**src/rtl/i2c_rx_queue.sv**
```systemverilog
module i2c_rx_queue #(
  parameter int DATA_W = 8
) (
  input  logic              clk,
  input  logic              rst_n,
  input  logic              addr_capture,
  input  logic              byte_valid,
  input  logic              byte_is_addr,
  input  logic [DATA_W-1:0] byte_data,
  input  logic              rd_pop,
  input  logic              flush,
  input  logic              ovf_clear,
  output logic [DATA_W-1:0] rd_data,
  output logic              empty,
  output logic              full,
  output logic              overflow
);

  logic [DATA_W-1:0] head_q, tail_q;
  logic [1:0]        cnt_q;

  wire take    = byte_valid && (addr_capture || !byte_is_addr);
  wire pop_ok  = rd_pop && (cnt_q != 2'd0);
  wire push_ok = take && ((cnt_q != 2'd2) || pop_ok);
  wire drop    = take && (cnt_q == 2'd2) && !rd_pop;

  assign empty = (cnt_q == 2'd0);
  assign full  = (cnt_q == 2'd2);

  always_ff @(posedge clk or negedge rst_n) begin
    if (!rst_n) begin
      head_q   <= '0;
      tail_q   <= '0;
      cnt_q    <= 2'd0;
      rd_data  <= '0;
      overflow <= 1'b0;
    end else if (flush) begin
      cnt_q    <= 2'd0;
      overflow <= 1'b0;
    end else begin
      if (pop_ok)
        rd_data <= head_q;
      case ({push_ok, pop_ok})
        2'b10: begin
          if (cnt_q == 2'd0) head_q <= byte_data;
          else               tail_q <= byte_data;
          cnt_q <= cnt_q + 2'd1;
        end
        2'b01: begin
          head_q <= tail_q;
          cnt_q  <= cnt_q - 2'd1;
        end
        2'b11: begin
          if (cnt_q == 2'd1) begin
            head_q <= byte_data;
          end else begin
            head_q <= tail_q;
            tail_q <= byte_data;
          end
        end
        default: ;
      endcase
      if (drop)
        overflow <= 1'b1;
      else if (ovf_clear)
        overflow <= 1'b0;
    end
  end

endmodule

```
**config.mk**
```make
export PLATFORM = sky130hd
export DESIGN_NAME = i2c_rx_queue
export DESIGN_NICKNAME = d
export VERILOG_FILES = /design/src/rtl/i2c_rx_queue.sv
export SDC_FILE = /design/constraint.sdc
export NUM_CORES = 1
export LEC_CHECK = 0
export BUFFER_PORTS_ARGS = -buffer_cell sky130_fd_sc_hd__buf_2
export CORE_MARGIN = 2
export CORE_UTILIZATION = 47
export CTS_CLUSTER_SIZE = 28
export DETAILED_ROUTE_END_ITERATION = 8
export MAX_ROUTING_LAYER = met4
export PLACE_DENSITY = 0.78
export SYNTH_ARGS = -nofsm -noshare
export SYNTH_HDL_FRONTEND = slang
export SYNTH_SLANG_ARGS = --single-unit
export TNS_END_PERCENT = 50
```
**constraint.sdc**
```tcl
create_clock -name clk -period 1.8 [get_ports clk]
set_input_delay 0.45 -clock clk [delete_from_list [all_inputs] [get_ports clk]]
set_output_delay 0.45 -clock clk [all_outputs]
set_load 0.1 [all_outputs]
```
# Yosys cells after proc, flatten, opt, wreduce, memory -nomap -nowiden
# Cells that the tools add are included.
dict set report op_classes {
  muxes 11
  n_eq_ne 9
  n_bitwise 1
  add_sub_neg 2
  n_reduce_logical 18
}
# operator n
set op_table {}
lappend op_table {{$mux 8} 4}
lappend op_table {{$pmux 8 s3} 1}
lappend op_table {{$pmux 8 s2} 1}
lappend op_table {{$reduce_bool 3->1} 3}
lappend op_table {{$ne 2x2->1 const B} 4}
lappend op_table {{$eq 2x2->1 const B} 3}
lappend op_table {{$logic_and 1x1->1} 5}
lappend op_table {{$eq 2x1->1 const B} 2}
lappend op_table {{$pmux 2 s2} 1}
lappend op_table {{$reduce_and 4->1} 1}
lappend op_table {{$reduce_bool 2->1} 2}
lappend op_table {{$mux 1} 3}
lappend op_table {{$reduce_and 3->1} 1}
lappend op_table {{$add 2x1->2 const B} 1}
lappend op_table {{$logic_not 1->1} 2}
lappend op_table {{$logic_not 2->1} 1}
lappend op_table {{$logic_or 1x1->1} 2}
lappend op_table {{$mux 2} 1}
lappend op_table {{$reduce_and 2->1} 1}
lappend op_table {{$sub 2x1->2 const B} 1}
lappend op_table {{$not 1->1} 1}
dict set report totals {
  input_bits 16
  output_inout_bits 11
  elab_cells 46
  regBits 27
}

# Longest topological paths before layout
dict set report depth {
  ltp_word 7
  ltp_mapped 6
  mapped_depth_nobuf 6
}

# Least setup slack after synthesis
# OpenSTA, ideal clock, no wires.
dict set report synth_timing {
  kind {reg-to-reg}
  startpoint {register cnt_q[0]}
  endpoint {register head_q[4]}
  arrival_ps 2284
  path_buffers 0
  t_required_ps 1735
  setup_time_ps 65
  stages_incl_launch_ff 7
  setup_slack_ps -549
  cell_sequence {dfrtp_1 -> inv_1 -> ha_1 -> nor3b_2 -> a31oi_2 -> or2b_1 -> o221a_2}
}
# element line_no
set synth_rtl {}
lappend synth_rtl {{start, declared} 20} ;# logic [1:0] cnt_q;
lappend synth_rtl {{start signal, assigned} 47} ;# cnt_q <= cnt_q + 2'd1;
lappend synth_rtl {{start signal, assigned} 51} ;# cnt_q <= cnt_q - 2'd1;
lappend synth_rtl {{$logic_not 2->1} --}
lappend synth_rtl {{net empty} 14} ;# output logic empty,
lappend synth_rtl {{$ne 2x2->1 (no source line)} --}
lappend synth_rtl {{$reduce_and 3->1 (no source line)} --}
lappend synth_rtl {{end signal, assigned} 45} ;# if (cnt_q == 2'd0) head_q <= byte_data;
lappend synth_rtl {{end signal, assigned} 50} ;# head_q <= tail_q;
lappend synth_rtl {{end signal, assigned} 55} ;# head_q <= byte_data;
lappend synth_rtl {{end, declared} 19} ;# logic [DATA_W-1:0] head_q, tail_q;
# The timed path passes the listed nets, and every way through them passes these cells.
# A chain may end at the register's enable or synchronous reset.

# Final worst setup path
dict set report layout_timing {
  startpoint {register cnt_q[0]}
  endpoint {register tail_q[0]}
}
dict set report layout_between {
  elab_chain_cells 7
}
# element line_no
set layout_lines {}
lappend layout_lines {{$reduce_bool 2->1} 23} ;# wire pop_ok = rd_pop && (cnt_q != 2'd0);
lappend layout_lines {{$logic_and 1x1->1} 23}
lappend layout_lines {{$logic_or 1x1->1} 24} ;# wire push_ok = take && ((cnt_q != 2'd2) || pop_ok);
lappend layout_lines {{$logic_and 1x1->1} 24}
lappend layout_lines {{$eq 2x2->1} 43} ;# case ({push_ok, pop_ok})
lappend layout_lines {{$ne 2x2->1 (no source line) or $reduce_bool 2->1 (tied branches)} --}
lappend layout_lines {{$reduce_and 4->1 (no source line)} --}
lappend layout_lines {{end signal, assigned} 46} ;# else tail_q <= byte_data;
lappend layout_lines {{end signal, assigned} 58} ;# tail_q <= byte_data;
lappend layout_lines {{end, declared} 19}
# Parallel ways exist; a longest one is shown, timed or not.

==> flow_metrics.py <==
metrics = {
    "outcome": {
        "status": "finished, final reports clean",
    },
    "cts": {
        "htree_levels": 1,
        "clock-sinks": 27,
        "root_buffer": "clkbuf_4",
        "cts_tree": "yes",
        "clk_latency_ns": 0.32,
        "cts_buffers": 3,
        "ctsHoldBuffers": 0,
        "max-clock-path-buffers": 2,
        "path_clk_slew_ns": 0.14,
        "cts_setup_buffers": 0,
    },
    "die": {
        "pin_count": 27,
        "die_x_um": 56.0,
        "die-area_mm2": 0.00313,
        "die_y_um": 56.0,
        "core_mm2": 0.00252,
        "start_util_pct": 50.3,
        "num_rows": 18,
    },
    "detailed_routing": {
        "via_per_inst": 5.55,
        "drc": 0,
        "drtIter0Drc": 21,
        "vias": 888,
        "drtPass1Iterations": 4,
        "final_antenna_net_count": 0,
        "wire_per_inst_um": 15.3,
        "finalWirelength_um": 2450,
    },
    "place": {
        "port_buffers": 26,
        "dp.cells": 156,
        "dp_hpwl_um": 1880,
        "place_congestion": 0.839,
        "pre_cts_slack_ns": 0.00569,
    },
    "finish": {
        "final_common_cell": "dfrtp_1",
        "final_cells": 160,
        "antennaDiodeCount": 0,
        "nFillCells": 200,
        "layout_common_cells": "dfrtp_1, buf_2, mux2_2",
        "drive_gt1_share_pct": 58.5,
        "final_nets": 150,
        "area_growth_pct": 29.1,
    },
    "sta": {
        "rsz0062_at_grt": "true",
        "finalMaxSlewViolations": 0,
        "finalSetupViolations": 0,
        "clock.fmax_ghz": 0.567,
        "finalSetupTns_ns": 0,
        "fin_crit_ns": 1.76,
        "clock_skew_ns": 0.00663,
        "tightest_slew_ns": 0.572,
        "setup_slack_ns": 0.0369,
        "final-hold-violation-count": 0,
        "finalCritPeriodShare_pct": 97.9,
        "max-slew-margin-rel_pct": 61.9,
    },
    "synthesis": {
        "syn_inst": 92,
        "ys.warnings.count": 0,
        "ys_ff_latch": 27,
        "syn-cell-area_mm2": 0.00127,
        "avgSynthCellArea_um2": 13.8,
        "synth_cell_types": 26,
        "ys_seq_area_share_pct": 53.3,
        "syn_nets": 111,
    },
    "worst_setup_path": {
        "cp_max_fo": 8,
        "path_class": "reg -> reg",
        "startpoint_type": "register",
        "rrSetupSlack_ns": 0.04,
        "arrival_ns": 1.98,
        "required_ns": 2.02,
        "cp-end-kind": "register",
    },
    "global_route": {
        "antenna_found_initial": 0,
        "grt_max_degree": 28,
        "grt_overflow_total": 0,
        "grt_use_total_pct": 18.1,
        "grt_pass1_vias": 940,
        "grt_pass1_wl_um": 4330,
    },
    "job": {
        "cap_violations": 0,
    },
    "min_path": {
        "hp-class": "in -> async",
    },
}
-- timing repair --
item                                    in CTS  in global routing
endpoints found under the hold margin        0                  0
gates resized for setup                      1                 12
endpoints found under the setup margin       8                 18
cloned                                       0                  0
pin swaps                                    0                  4
-- per-stage QoR --
stage	cell area (um^2)	util [%]	hold slack, ns
after CTS	1600	63.5	0.125
after floorplan	1300	-	0.154
after global placement	1570	62.3	0.476
after global routing	1640	64.9	0.127
final	1640	64.9	0.0949
after detailed placement	1570	62.3	0.486
-- logic make-up (layout without fill, tap and decap cells) --
| group | after synthesis | after routing | synth area share [%] |
|---|---|---|---|
| AND/OR/NAND/NOR | 26 | 26 | 14.0 |
| multiplexers | 20 | 20 | 17.5 |
| buffers and inverters | 3 | 41 | 1.18 |
| AO/OA/AOI/OAI | 13 | 13 | 11.1 |
| flip-flops | 27 | 27 | 53.3 |
| adder cells (fa/ha/maj) | 3 | 3 | 2.96 |
-- cells in the mapped netlist, drive strengths merged --
cell type   n  area [um^2]
dfrtp      27          676
mux2       17          191
nand2b      8         50.1
o221a       8         90.1
nor2        4         15.0
ha          3         37.5
mux2i       3         30.0
a21oi       2         21.3
inv         2         7.51
nand2       2         10.0
nor2b       2         12.5
nor3b       2         25.0
a211o       1         8.76
a31oi       1         12.5
and2        1         6.26
and2b       1         7.51
and4        1         8.76
buf         1         7.51
nand3       1         5.00
nand3b      1         7.51
nor3        1         16.3
o2bb2ai     1         8.76
or2         1         6.26
or2b        1         7.51
-- cell type report --
type | instances | area (um^2) | share of cell area, %
Timing Repair Buffer | 35 | 240 | 14.7
Inverter | 2 | 7.51 | 0.458
Tap cell | 30 | 37.5 | 2.29
Multi-Input combinational cell | 62 | 651 | 39.7
Sequential cell | 27 | 676 | 41.3
Clock buffer | 4 | 26.3 | 1.60
-- critical path, cell delays in order, from the launching register on --
cell     delay (ns)
dfrtp_1        0.41
inv_2          0.09
ha_4           0.19
a211o_1        0.27
nor3_4         0.23
buf_12         0.17
mux2_4         0.30
-- per-layer routing --
metal	part of all wire [%]	up-vias	track usage [%]
li1	-	411	-
met1	45	451	22.3
met2	50	22	30.4
met3	4.6	4	5.81
met4	0.77	0	2.04
met5	0	-	-
-- sequential cells by signal (all words and copies together) (netlist names) --
name,cells
overflow,1
tail_q,8
cnt_q,2
rd_data,8
head_q,8
-- final timing paths --
kind,to,start,cells past startpoint
setup / recovery,tail_q[0]$_DFFE_PN0P_,cnt_q[0]$_DFFE_PN0P_,6
hold reg to reg,rd_data[7]$_DFFE_PN0P_,head_q[7]$_DFFE_PN0P_,1
hold / removal,rd_data[3]$_DFFE_PN0P_,rst_n,1
max in group asynchronous,head_q[5]$_DFFE_PN0P_,rst_n,1
min in group clk,tail_q[3]$_DFFE_PN0P_,byte_data[3],2
setup reg to reg,tail_q[0]$_DFFE_PN0P_,cnt_q[0]$_DFFE_PN0P_,6
Power is not shown: default switching activity piles up to over one toggle a cycle in this logic, so the estimate is an artifact.
